## config.mk

```make
export PLATFORM = sky130hd
export DESIGN_NAME = txpre_inserter
export DESIGN_NICKNAME = d
export VERILOG_FILES = /design/src/rtl/txpre_pkg.sv /design/src/rtl/txpre_cnt.sv /design/src/rtl/txpre_stdgen.sv /design/src/rtl/txpre_fsm.sv /design/src/rtl/txpre_inserter.sv
export SDC_FILE = /design/constraint.sdc
export NUM_CORES = 1
export LEC_CHECK = 0
export BUFFER_PORTS_ARGS = -buffer_cell sky130_fd_sc_hd__buf_4
export CAP_MARGIN = 0
export CORE_UTILIZATION = 35
export CTS_BUF_LIST = sky130_fd_sc_hd__clkbuf_4
export DETAILED_ROUTE_END_ITERATION = 8
export GPL_ROUTABILITY_DRIVEN = 0
export PLACE_DENSITY = 0.57
export SYNTH_ARGS = -nofsm -noshare
export SYNTH_HDL_FRONTEND = slang
export SYNTH_SLANG_ARGS = --single-unit
```

## constraint.sdc

```tcl
create_clock -name clk -period 4.6 [get_ports clk]
set_clock_uncertainty 0.15 [all_clocks]
set_input_delay 0.92 -clock clk [delete_from_list [all_inputs] [get_ports clk]]
set_output_delay 0.92 -clock clk [all_outputs]
set_load 0.05 [all_outputs]
```

## src/rtl/txpre_pkg.sv

```systemverilog
package txpre_pkg;

    typedef enum logic [2:0] {
        ST_IDLE,
        ST_DROP,
        ST_STD,
        ST_CUST,
        ST_BODY
    } state_t;

    localparam logic [7:0] LEAD_BYTE  = 8'h55;
    localparam logic [7:0] DELIM_BYTE = 8'hD5;

endpackage

```

## src/rtl/txpre_cnt.sv

```systemverilog
module txpre_cnt #(
    parameter int LIMIT = 8,
    parameter int CW    = (LIMIT > 1) ? $clog2(LIMIT) : 1
) (
    input  logic          clk,
    input  logic          rst_n,
    input  logic          inc,
    input  logic          clr,
    output logic [CW-1:0] idx,
    output logic          last
);

    logic [CW-1:0] cnt_q;

    always_ff @(posedge clk) begin
        if (!rst_n) begin
            cnt_q <= '0;
        end else if (clr) begin
            cnt_q <= '0;
        end else if (inc) begin
            cnt_q <= cnt_q + 1'b1;
        end
    end

    assign idx  = cnt_q;
    assign last = (cnt_q == CW'(LIMIT - 1));

endmodule

```

## src/rtl/txpre_stdgen.sv

```systemverilog
module txpre_stdgen #(
    parameter int LIMIT = 8,
    parameter int CW    = (LIMIT > 1) ? $clog2(LIMIT) : 1
) (
    input  logic [CW-1:0] idx,
    output logic [7:0]    gen_byte,
    output logic          gen_first
);

    import txpre_pkg::*;

    always_comb begin
        gen_first = (idx == '0);
        if (idx == CW'(LIMIT - 1)) begin
            gen_byte = DELIM_BYTE;
        end else begin
            gen_byte = LEAD_BYTE;
        end
    end

endmodule

```

## src/rtl/txpre_fsm.sv

```systemverilog
module txpre_fsm (
    input  logic                clk,
    input  logic                rst_n,
    input  logic                s_valid,
    input  logic                s_sop,
    input  logic                s_eop,
    input  logic                s_pre_flag,
    input  logic                cust_en,
    input  logic                rmii_mode,
    input  logic                step,
    input  logic                last,
    output txpre_pkg::state_t   state
);

    import txpre_pkg::*;

    state_t state_q, state_d;
    logic   want_cust;

    assign want_cust = cust_en && s_pre_flag;

    always_ff @(posedge clk) begin
        if (!rst_n) begin
            state_q <= ST_IDLE;
        end else begin
            state_q <= state_d;
        end
    end

    always_comb begin
        state_d = state_q;
        unique case (state_q)
            ST_IDLE: begin
                if (s_valid && s_sop) begin
                    if (want_cust && !rmii_mode) begin
                        state_d = ST_CUST;
                    end else if (want_cust) begin
                        state_d = ST_DROP;
                    end else begin
                        state_d = ST_STD;
                    end
                end
            end
            ST_DROP: begin
                if (step && s_eop) begin
                    state_d = ST_IDLE;
                end else if (step && last) begin
                    state_d = ST_STD;
                end
            end
            ST_STD: begin
                if (step && last) begin
                    state_d = ST_BODY;
                end
            end
            ST_CUST: begin
                if (step && s_eop) begin
                    state_d = ST_IDLE;
                end else if (step && last) begin
                    state_d = ST_BODY;
                end
            end
            ST_BODY: begin
                if (step && s_eop) begin
                    state_d = ST_IDLE;
                end
            end
            default: state_d = ST_IDLE;
        endcase
    end

    assign state = state_q;

endmodule

```

## src/rtl/txpre_inserter.sv

```systemverilog
module txpre_inserter #(
    parameter int PRE_LEN = 8
) (
    input  logic       clk,
    input  logic       rst_n,
    input  logic       cust_en,
    input  logic       rmii_mode,
    input  logic [7:0] s_data,
    input  logic       s_valid,
    input  logic       s_sop,
    input  logic       s_eop,
    input  logic       s_pre_flag,
    output logic       s_ready,
    output logic [7:0] m_data,
    output logic       m_valid,
    output logic       m_sop,
    output logic       m_eop,
    input  logic       m_ready
);

    import txpre_pkg::*;

    localparam int CW = (PRE_LEN > 1) ? $clog2(PRE_LEN) : 1;

    state_t        fsm_state;
    logic [CW-1:0] pre_idx;
    logic          pre_last;
    logic          step;
    logic          cnt_inc;
    logic          cnt_clr;
    logic [7:0]    gen_byte;
    logic          gen_first;

    txpre_fsm u_fsm (
        .clk        (clk),
        .rst_n      (rst_n),
        .s_valid    (s_valid),
        .s_sop      (s_sop),
        .s_eop      (s_eop),
        .s_pre_flag (s_pre_flag),
        .cust_en    (cust_en),
        .rmii_mode  (rmii_mode),
        .step       (step),
        .last       (pre_last),
        .state      (fsm_state)
    );

    txpre_cnt #(.LIMIT(PRE_LEN), .CW(CW)) u_cnt (
        .clk   (clk),
        .rst_n (rst_n),
        .inc   (cnt_inc),
        .clr   (cnt_clr),
        .idx   (pre_idx),
        .last  (pre_last)
    );

    txpre_stdgen #(.LIMIT(PRE_LEN), .CW(CW)) u_gen (
        .idx       (pre_idx),
        .gen_byte  (gen_byte),
        .gen_first (gen_first)
    );

    always_comb begin
        s_ready = 1'b0;
        m_valid = 1'b0;
        m_data  = 8'h00;
        m_sop   = 1'b0;
        m_eop   = 1'b0;
        step    = 1'b0;
        cnt_inc = 1'b0;
        cnt_clr = 1'b0;
        unique case (fsm_state)
            ST_IDLE: begin
            end
            ST_DROP: begin
                s_ready = 1'b1;
                step    = s_valid;
                cnt_inc = step;
                cnt_clr = step && (pre_last || s_eop);
            end
            ST_STD: begin
                m_valid = 1'b1;
                m_data  = gen_byte;
                m_sop   = gen_first;
                step    = m_ready;
                cnt_inc = step;
                cnt_clr = step && pre_last;
            end
            ST_CUST: begin
                s_ready = m_ready;
                m_valid = s_valid;
                m_data  = s_data;
                m_sop   = gen_first;
                m_eop   = s_eop;
                step    = s_valid && m_ready;
                cnt_inc = step;
                cnt_clr = step && (pre_last || s_eop);
            end
            ST_BODY: begin
                s_ready = m_ready;
                m_valid = s_valid;
                m_data  = s_data;
                m_eop   = s_eop;
                step    = s_valid && m_ready;
            end
            default: begin
            end
        endcase
    end

endmodule

```

# Word-level counts from Yosys, hierarchy flattened
# Cells that the tools add are included.
# classes
addsub,1
eq_ne,8
muxes,18
bitwise_logic,1
n_reduce_logical,17
# ops
op,n
3-bit two-way mux,7
8-bit case mux with 2 select lines,1
3-bit case mux with 5 select lines,1
1-bit logical AND,9
1-bit case mux with 3 select lines,3
8-bit two-way mux,1
3-bit by 2-bit equality test with 1-bit output (second input constant),2
3-bit equality test (second input constant),2
3-bit zero test,2
2-bit OR reduction,3
2-bit by 1-bit != test with 1-bit output (second input constant),2
1-bit case mux with 2 select lines,2
3-bit by 1-bit adder with 3-bit output (second input constant),1
3-bit by 1-bit equality test with 1-bit output (second input constant),1
3-bit by 1-bit != test with 1-bit output (second input constant),1
3-bit AND reduction,1
1-bit two-way mux,2
2-bit two-way mux,1
1-bit zero test,1
1-bit logical OR,1
1-bit inverter,1
# word_totals
regBits,6
output_inout_bits,12
wordCells,47

# Longest topological paths before layout
# Gate-level depths: netlist of the first run.
# depth
word_depth,7
ltp_mapped,7

# Modules after synthesis
# A second synthesis of the first run with hierarchy kept.
# unflattened
hier_cells,85
area_unflattened_um2,735.7
# by_module_without_submodules
mod,n_inst,cells_each,area_each_um2,seq_area_each_um2
txpre_inserter,1,38,339.1,0.0
txpre_fsm,1,24,188.9,60.1
txpre_cnt,1,12,131.4,60.1
txpre_stdgen,1,11,76.3,0.0

# Least setup slack after synthesis of the first run
# OpenSTA, ideal clock, no wires.
# synth_timing
path_type,input to output
start,input m_ready
end,output s_ready
arrival_time_ns,2.311
slack_ns,1.219
path_stages,3
path_cell_list,buf_6 > nand2_1 > o32ai_1
# synth_via
elab_chain_cells,1
# synth_lines
item,line,rtl
from (decl),txpre_inserter.sv:18,input logic m_ready
1-bit case mux with 2 select lines,txpre_inserter.sv:72,unique case (fsm_state)
to (decl),txpre_inserter.sv:13,"output logic s_ready,"
# No other way between the ends.

# Worst setup path in the final report of the first run
# layout_timing
start,register u_fsm.state_q[1] (netlist: u_fsm.state[1])
end,output m_eop
# layout_via
elab_chain_cells,3
elab_cells_between_ends,4
cone_classes,eq/ne: 2; mux: 1; reduce/logical: 1
# layout_lines
item,line,rtl
from (decl),txpre_fsm.sv:17,"state_t state_q, state_d;"
from (signal assigned),txpre_fsm.sv:26,state_q <= state_d;
3-bit by 2-bit equality test with 1-bit output or 3-bit equality test (tied branches),txpre_inserter.sv:72,
2-bit OR reduction (no line) *,-,
1-bit two-way mux *,txpre_inserter.sv:72,
to (decl),txpre_inserter.sv:17,"output logic m_eop,"
# Every way passes the cells marked *; elsewhere a longest branch is shown, timed or not.

==> metrics.md, run 1 <==
| Metric | Value |
|---|---|
| Crit path DAT | `2.20 ns` |
| CP Capture Type | `output pin` |
| Cell Pwr Density | `242 mW/mm2` |
| Die area | `0.00219 mm2` |
| Hold Path Class | `register to register` |
| Worst-path cell chain | `nor2b_1, mux2_2, and2_1, buf_4` |
| Uppermost layer routed | `met4` |
| GRT Overall Usage | `16.4%` |
| F_max | `just over 300 MHz` |
| Hold buffer count at CTS | `0` |
| Start point of the worst hold path | `u_cnt.idx[1]$_SDFFE_PP0P_` |
| Worst VDD drop | `104 uV` |
| R2r endpoint | `u_fsm.state[1]$_SDFFE_PN0P_` |
| Cell variety after synth | `40` |
| Final instance area | `910 um2` |
| Setup Fix Bufs, Post-CTS | `0` |
| Worst skew pair latency | `0.24 ns` |
| Fin. Hold Viols | `0` |
| Seq/Total Area, Yosys | `17.1%` |
| Synthesized cell area | `around 700 um2` |
| Crit-path max FO | `17` |
| Final wirelength | `1670 um` |
| Post-Syn Area per Cell | `7.32 um2` |
| Core Area | `0.00180 mm2` |
| Wire per inst | `11.7 um` |
| Leakage power | `between 0.0003 and 0.0004 uW` |
| Chip width | `46.8 um` |
| Final setup viols | `0` |
| CTS HTree Levels | `1` |
| Total CTS buffers | `3` |
| WS Path Type | `register to output pin` |
| Area Overhead vs Synth | `29.4%` |
| CP peak stage delay | `0.81 ns` |
| Slew HR | `36.0%` |
| Share of cells above drive strength 1 | `around 32%` |
| Clock Tree Root | `clkbuf_4` |
| DR iter-0 viols | `10` |
| Initial antenna violation count | `0` |
| Ports | `29` |
| RSZ-0062 raised after global routing | `false` |
| First-pass GRT wire length | `2580 um` |
| Detailed Place HPWL | `1290 um` |
| Met3 routed WL | `approximately 75 um` |
| Vias in the first global route | `between 600 and 700` |
| Clock tree buffer depth | `2` |
| Most common cell after layout, fill and taps aside | `buf_4` |
| Clock sinks | `6` |
| FF-to-FF Start | `u_fsm.state[1]$_SDFFE_PN0P_` |
| CTS tree | `built` |
| Worst hold stages | `2` |
| Syn Inst Count | `96` |
| Post_cts resized | `0` |
| Yosys reg bits | `6` |
| Crit-path slowest cell | `nor2b_1` |
| Area after DPL | `887 um2` |
| CTS clk-pin slew, worst paths | `approximately 0.050 ns` |
| Worst EP required | `about 3.5 ns` |
| DRT Pass-1 Iters | `4` |
| Reg2Reg Depth | `4` |
| Most frequent cells in the layout | `28 x buf_4, 10 x nand2_1, 9 x nand3_1` |
| Rows | `15` |
| Largest net degree at the start of global routing | `21` |
| Height of the chip | `46.8 um` |
| Starting density of the core | `39.0%` |
| Vias/cell | `5.23` |
| Filler cells | `194` |
| Ys Warns | `0` |
| WL met2 | `811 um` |
| Mapped Nets | `116` |
| GR Overflow Total | `0` |
| Max Cap Violations | `0` |
| Storage cell area | `120 um2` |
| Slew Limit Fails | `0` |
| Setup crit start kind | `register` |
| Vias post-DR | `748` |
| Routed met1 length | `768 um` |
| Reg2Reg Setup Slack | `2.49 ns` |
| Fin crit period | `3.27 ns` |
| # DRC | `0` |
| Hold path endpoint | `u_cnt.idx[1]$_SDFFE_PP0P_` |
| Least-Margin Pin Slew | `0.958 ns` |
| Nets@finish | `140` |
| Multi-input logic area | `slightly above 500 um2` |
| Final period util | `a little under three quarters` |
| DRT antenna net count | `0` |
| IO Port Bufs | `28` |
| Outcome | `finished clean` |
| Final setup TNS | `0 ns` |
| Antenna diodes | `0` |
## synth_stat cells, drive strengths merged
master	number	share of area, %
a2111oi	1	3.9
a211oi	1	1.1
a21o	1	1.1
a21oi	5	3.6
a22oi	1	1.1
a31oi	3	2.7
a32oi	1	1.2
and2	5	4.4
and2b	1	1.2
and3	1	0.89
and3b	1	1.2
buf	7	7.1
clkbuf	2	1.1
dfxtp	6	17
ha	3	5.3
inv	4	2.1
mux2	1	1.6
mux2i	2	2.8
nand2	10	5.3
nand2b	1	0.89
nand3	9	6.4
nand3b	2	2.1
nand4	2	1.8
nand4b	1	1.2
nor2	6	3.6
nor2b	2	2.8
nor3	1	0.71
o21a	2	2.1
o21ai	8	5.7
o22ai	1	0.89
o32ai	1	1.2
o41ai	1	2.3
or2b	1	1.1
or3	1	0.89
xnor2	1	1.2
## how the worst max path moves through the flow
stage,startpoint,end,slack (ns),cells after the start
2_1_floorplan,m_ready,s_ready,1.22,3
3_3_place_gp,u_fsm.state[1]$_SDFFE_PN0P_,m_eop,1.64,4
3_5_place_dp,u_fsm.state[1]$_SDFFE_PN0P_,m_eop,1.56,4
4_1_cts,u_fsm.state[1]$_SDFFE_PN0P_,m_eop,1.30,4
5_1_grt,u_fsm.state[1]$_SDFFE_PN0P_,m_eop,1.12,4
6_report,u_fsm.state[1]$_SDFFE_PN0P_,m_eop,1.33,4
## logic make-up after synthesis
| logic type | after synthesis | synth area share (%) |
|---|---|---|
| DFF | 6 | 17.1 |
| buffers and inverters | 13 | 10.3 |
| adders and majority gates | 3 | 5.34 |
| AOI/OAI and AO/OA | 26 | 26.9 |
| xor gates and xnor gates | 1 | 1.25 |
| and+or+nand+nor | 44 | 34.7 |
| muxes | 3 | 4.45 |
## worst max-delay path: cells and delay by family (launching register included)
| family | cells | cell delay (ns) |
|---|---|---|
| buffers and inverters | 1 | 0.19 |
| DFF | 1 | 0.48 |
| muxes | 1 | 0.34 |
| and+or+nand+nor | 2 | 0.95 |
## registers in the layout, summed over array words and instances, names as in the netlist
name / count
u_cnt.idx: 3
u_fsm.state: 3
## layout make-up
cell class	instances	share of cell area [%]
inverters	4	1.65
well taps	25	3.44
multi-input cells	77	56.1
flip-flops and latches	6	13.2
repair buffers	28	23.1
clock buffers	3	2.48
## per-stage QoR
step | total power, uW | std cells | utilization (%) | hold WS (ns) | setup WS (ns)
6_report | 220 | 143 | 50.5 | 0.374 | 1.33
2_1_floorplan | 145 | 96 | - | 0.332 | 1.22
3_5_place_dp | 175 | 140 | 49.2 | 0.367 | 1.56
3_3_place_gp | 173 | 140 | 49.2 | 0.359 | 1.64
4_1_cts | 225 | 143 | 50.5 | 0.379 | 1.30
5_1_grt | 236 | 143 | 50.5 | 0.401 | 1.12
## power by group
| part | total (uW) | internal, uW | switching (uW) |
|---|---|---|---|
| registers | 63.9 | 56.2 | 7.63 |
| logic | 109 | 41.9 | 67.5 |
| clock network | 47.1 | 29.4 | 17.7 |
| total | 220 | 128 | 92.8 |
## layer usage
metal / vias to the layer above / track usage (%)
met3: 2 / 2.31
met5: - / 0
met1: 333 / 19.2
met4: 0 / 7.43
li1: 391 / -
met2: 22 / 29.4
Note: power is estimated with default switching activity, not from simulation.
==> inputs of run 2 (changes only) <==
- clock period: 4.6 -> 3.1 ns (I/O delays scaled with it)
==> metrics.md, run 2 (synthesis gave the netlist of run 1 again) <==
| Metric | Value |
|---|---|
| Outcome | `finished clean` |
| CTS tree | `built` |
| Least-Margin Pin Slew | `0.664 ns (-0.293 ns)` |
| Sw Share | `42.0% (-0.13 points)` |
| CTS clk-pin slew, worst paths | `0.05 ns (about the same)` |
| Clock tree buffer depth | `2 (unchanged)` |
| Final wirelength | `1640 um (-1.5%)` |
| Share of cells above drive strength 1 | `32.8% (+0.57 points)` |
| Setup crit start kind | `register` |
| CP Capture Type | `output pin` |
| Most frequent cells in the layout | `29 x buf_4, 10 x nand2_1, 9 x nand3_1` |
| F_max | `383 MHz` |
| Max Cap Violations | `0 (unchanged)` |
| Filler cells | `198 (+2.1%)` |
| Clk network pwr share | `21.5% (about the same)` |
| Clock sinks | `6 (unchanged)` |
| Largest net degree at the start of global routing | `21 (unchanged)` |
| Antenna diodes | `0 (unchanged)` |
| GRT Overall Usage | `16.3% (-0.092 points)` |
| Vias/cell | `5.22 (-0.16%)` |
| Hold Worst Slack | `0.367 ns (-0.00673 ns)` |
| Setup Fix Bufs, Post-CTS | `0 (unchanged)` |
| Die area | `0.00219 mm2 (unchanged)` |
| Cell Pwr Density | `359 mW/mm2 (+48%)` |
| Area Overhead vs Synth | `30.4%` |
| NetSw | `138 uW (+49%)` |
| Rows | `15 (unchanged)` |
| Core Area | `0.00180 mm2 (unchanged)` |
| Ports | `29 (unchanged)` |
| Slew Limit Fails | `0 (unchanged)` |
| Vias in the first global route | `645 (+3.0%)` |
| Final setup TNS | `0 ns (unchanged)` |
| Chip width | `46.8 um (unchanged)` |
| Hold Path Class | `register to register` |
| DRT Pass-1 Iters | `4 (unchanged)` |
| Combinational share of power | `49.7% (about the same)` |
| Post_cts resized | `0 (unchanged)` |
| Final setup viols | `0 (unchanged)` |
| Cell Int Power | `191 uW (+50%)` |
| Reg2Reg Setup Slack | `1.10 ns (-1.39 ns)` |
| Total CTS buffers | `3 (unchanged)` |
| Initial antenna violation count | `0 (unchanged)` |
| Seq pwr share | `28.8% (-0.2 points)` |
| DR iter-0 viols | `13 (+3)` |
| Height of the chip | `46.8 um (unchanged)` |
| Fin. Hold Viols | `0 (unchanged)` |
| Crit-path max FO | `10 (-7)` |
| Worst VDD drop | `239 uV (+130%)` |
| RSZ-0062 raised after global routing | `false` |
| Starting density of the core | `39.0% (unchanged)` |
| IO Port Bufs | `28 (unchanged)` |
| Worst EP required | `2.33 ns (-1.20 ns)` |
| DRT antenna net count | `0 (unchanged)` |
| Crit path DAT | `1.84 ns (-0.36 ns)` |
| Fin crit period | `2.61 ns` |
| Vias post-DR | `752 (+0.53%)` |
| Clock Tree Root | `clkbuf_4` |
| Slew HR | `55.6% (+20 points)` |
| Nets@finish | `141 (+0.71%)` |
| Wire per inst | `11.4 um (-2.2%)` |
| Leakage power | `0.000383 uW (+1.4%)` |
| Hold buffer count at CTS | `0 (unchanged)` |
| Worst skew pair latency | `0.24 ns (about the same)` |
| Multi-input logic area | `510 um2 (unchanged)` |
| First-pass GRT wire length | `2570 um (-0.54%)` |
| GR Overflow Total | `0 (unchanged)` |
| WS Path Type | `register to output pin` |
| Most common cell after layout, fill and taps aside | `buf_4` |
| CTS HTree Levels | `1 (unchanged)` |
| Storage cell area | `120 um2 (unchanged)` |
| # DRC | `0 (unchanged)` |
| Detailed Place HPWL | `1230 um (-4.0%)` |
| Final period util | `84.2%` |
-- run 2: worst paths after layout --
path,start,end,depth (start not counted)
worst max-delay path,u_fsm.state[1]$_SDFFE_PN0P_,m_data[4],5
worst min-delay path,u_cnt.idx[2]$_SDFFE_PP0P_,u_cnt.idx[2]$_SDFFE_PP0P_,2
worst max register to register,u_fsm.state[0]$_SDFFE_PN0P_,u_cnt.idx[1]$_SDFFE_PP0P_,4
worst min register to register,u_cnt.idx[2]$_SDFFE_PP0P_,u_cnt.idx[2]$_SDFFE_PP0P_,2
-- run 2: per-layer routing --
metal | track usage [%] | share of wire, % | up-vias | wire, um
li1 | - | - | 392 | -
met1 | 19.8 | 46 | 322 | 761
met2 | 27.8 | 45 | 34 | 739
met3 | 3.46 | 7.1 | 4 | 116
met4 | 6.86 | 1.5 | 0 | 25
met5 | 0 | 0 | - | 0
-- run 2: worst max-delay path, stage by stage, from the launching register on --
cell and delay [ns]:
dfxtp_1 0.47, nor2b_1 0.45, buf_4 0.25, a21oi_1 0.05, o21ai_0 0.15, buf_4 0.23
-- run 2: cell type report --
class                      instances  area share (%)
clock buffer                       3            2.46
inverter                           4            1.64
multi-input combinational         77            55.7
sequential                         6            13.1
tap                               25            3.41
timing repair buffer              29            23.7
-- run 2: power groups by stage --
stage / combinational, uW / clock [uW] / sequential, uW
after global placement: 163 / 0 / 95.9
after global routing: 178 / 77.6 / 96.1
after detailed placement: 164 / 0 / 96.1
after CTS: 165 / 74.7 / 94.8
final: 163 / 70.8 / 94.7
after floorplan: 127 / 0 / 88.2
-- run 2: through the flow --
stage | total power (uW) | utilization (%) | instance area, um2 | setup slack (ns) | instances
after floorplan | 215 | - | 703 | 0.258 | 96
final | 329 | 50.9 | 917 | 0.491 | 144
after detailed placement | 260 | 49.7 | 895 | 0.741 | 141
after CTS | 334 | 50.9 | 917 | 0.474 | 144
after global routing | 352 | 50.9 | 917 | 0.280 | 144
after global placement | 259 | 49.7 | 895 | 0.816 | 141
==> inputs of run 3 (changes only) <==
- PLACE_DENSITY: 0.57 -> 0.6
- clock period: 3.1 -> 2.35 ns (I/O delays scaled with it)
==> metrics.md, run 3 (synthesis gave the netlist of run 1 again) <==
| Metric | Value |
|---|---|
| Outcome | `finished clean` |
| Least-Margin Pin Slew | `0.397 ns (-0.267 ns)` |
| DRT Pass-1 Iters | `5 (+1)` |
| Worst EP required | `1.73 ns (-0.60 ns)` |
| Wire per inst | `11.3 um (-1.0%)` |
| Hold buffer count at CTS | `0 (unchanged)` |
| Largest net degree at the start of global routing | `17 (-19%)` |
| Most common cell after layout, fill and taps aside | `buf_4` |
| Filler cells | `191 (-3.5%)` |
| CP peak stage delay | `0.41 ns (-0.06 ns)` |
| Final wirelength | `1650 um (+0.37%)` |
| Fin. Hold Viols | `0 (unchanged)` |
| F_max | `447 MHz` |
| Buf+Inv Stages, Crit Path | `1 (-1)` |
| Share of cells above drive strength 1 | `35.5% (+2.8 points)` |
| CTS clk-pin slew, worst paths | `0.05 ns (about the same)` |
| Vias in the first global route | `607 (-5.9%)` |
| Antenna diodes | `0 (unchanged)` |
| Worst-path cell chain | `and2b_2, mux2_2, and2_1, buf_4` |
| Post_cts resized | `0 (unchanged)` |
| Hold Path Class | `input pin to register` |
| Clock Tree Root | `clkbuf_4` |
| Die area | `0.00219 mm2 (unchanged)` |
| Power after layout | `443 uW (+35%)` |
| Detailed Place HPWL | `1290 um (+4.4%)` |
| DRT antenna net count | `0 (unchanged)` |
| CTS HTree Levels | `1 (unchanged)` |
| DR iter-0 viols | `17 (+4)` |
| Final Non-Filler Cells | `146 (+1.4%)` |
| Vias post-DR | `745 (-0.93%)` |
| Ports | `29 (unchanged)` |
| Setup Fix Bufs, Post-CTS | `0 (unchanged)` |
| CTS tree | `built` |
| Nets@finish | `143 (+1.4%)` |
| IO Port Bufs | `28 (unchanged)` |
| RSZ-0062 raised after global routing | `false` |
| Pre-CTS setup slack | `0.302 ns (-0.439 ns)` |
| Rows | `15 (unchanged)` |
| Final period util | `between 90% and 100%` |
| Multi-input logic area | `518 um2 (+1.5%)` |
| Starting density of the core | `39.0% (unchanged)` |
| First-pass GRT wire length | `2580 um (+0.55%)` |
| Slew HR | `73.5% (+18 points)` |
| Worst setup margin | `0.115 ns (-0.377 ns)` |
| Crit path DAT | `1.62 ns (-0.22 ns)` |
| Total CTS buffers | `3 (unchanged)` |
| Leakage power | `0.000401 uW (+4.6%)` |
| Worst skew pair latency | `0.25 ns (about the same)` |
| Initial antenna violation count | `0 (unchanged)` |
| Crit-path slowest cell | `dfxtp_1` |
| GR Overflow Total | `0 (unchanged)` |
| Max Cap Violations | `0 (unchanged)` |
| Core Area | `0.00180 mm2 (unchanged)` |
| # DRC | `0 (unchanged)` |
| Clock sinks | `6 (unchanged)` |
| WS Path Type | `register to output pin` |
| Storage cell area | `121 um2 (+1.0%)` |
| Area Overhead vs Synth | `33.8%` |
| CP Capture Type | `output pin` |
| Height of the chip | `46.8 um (unchanged)` |
| Slew Limit Fails | `0 (unchanged)` |
| Worst VDD drop | `274 uV (+15%)` |
| GRT Overall Usage | `16.7% (+0.41 points)` |
| Most frequent cells in the layout | `31 x buf_4, 10 x nand2_1, 9 x nand3_1` |
| Final setup TNS | `0 ns (unchanged)` |
| Chip width | `46.8 um (unchanged)` |
| Placed cell count | `143 (+1.4%)` |
| Clock tree buffer depth | `2 (unchanged)` |
| Final setup viols | `0 (unchanged)` |
| Fin crit period | `approximately 2.2 ns` |
| Worst path top cell family by delay | `simple AND/OR/NAND/NOR gates` |
| Crit-path max FO | `8 (-2)` |
| Cell Pwr Density | `471 mW/mm2 (+31%)` |
| Setup crit start kind | `register` |
| Vias/cell | `5.10 (-2.3%)` |
==> run 3: per-layer routing <==
layer  up-vias  share of wire, %  routed length (um)  track usage (%)
li1        392                 -                   -                -
met1       325                47                 770             21.0
met2        25                47                 770             27.8
met3         3               5.0                  83             2.31
met4         0               1.4                  23             8.57
met5         -                 0                   0                0
==> run 3: report_power, final <==
part           internal, uW  switching [uW]  total [uW]  leakage [uW]
Clock                  57.8            37.7        95.5     0.0000138
Combinational          88.5             137         226      0.000338
Sequential              111            11.2         122     0.0000491
==> run 3: path summary, 6_finish.rpt <==
check             depth (start not counted)                        start                     endpoint  slack [ns]
setup reg to reg                          6    u_cnt.idx[0]$_SDFFE_PP0P_    u_cnt.idx[0]$_SDFFE_PP0P_        0.50
setup / recovery                          4  u_fsm.state[2]$_SDFFE_PN0P_                    m_data[5]        0.11
hold / removal                            2                        rst_n  u_fsm.state[2]$_SDFFE_PN0P_        0.31
hold reg to reg                           2    u_cnt.idx[1]$_SDFFE_PP0P_    u_cnt.idx[1]$_SDFFE_PP0P_        0.37
==> run 3: cell type report <==
| cell class | count | share of cell area [%] |
|---|---|---|
| Inverter | 4 | 1.60 |
| Timing Repair Buffer | 31 | 24.7 |
| Sequential cell | 6 | 12.9 |
| Clock buffer | 3 | 2.39 |
| Multi-Input combinational cell | 77 | 55.1 |
| Tap cell | 25 | 3.32 |
==> run 3: worst register-to-register path, stage by stage, from the launching register on <==
cell and delay, ns:
dfxtp_1 0.36, ha_1 0.16, ha_1 0.32, nand4b_1 0.15, o21a_1 0.13, o41ai_2 0.37
nor2_1 0.08
==> run 3: stage by stage <==
stage	area, um2	hold WS (ns)	utilization, %
floorplan	711	0.332	-
detailed placement	917	0.369	50.9
finish	941	0.312	52.2
global route	941	0.306	52.2
global placement	917	0.364	50.9
CTS	940	0.305	52.2
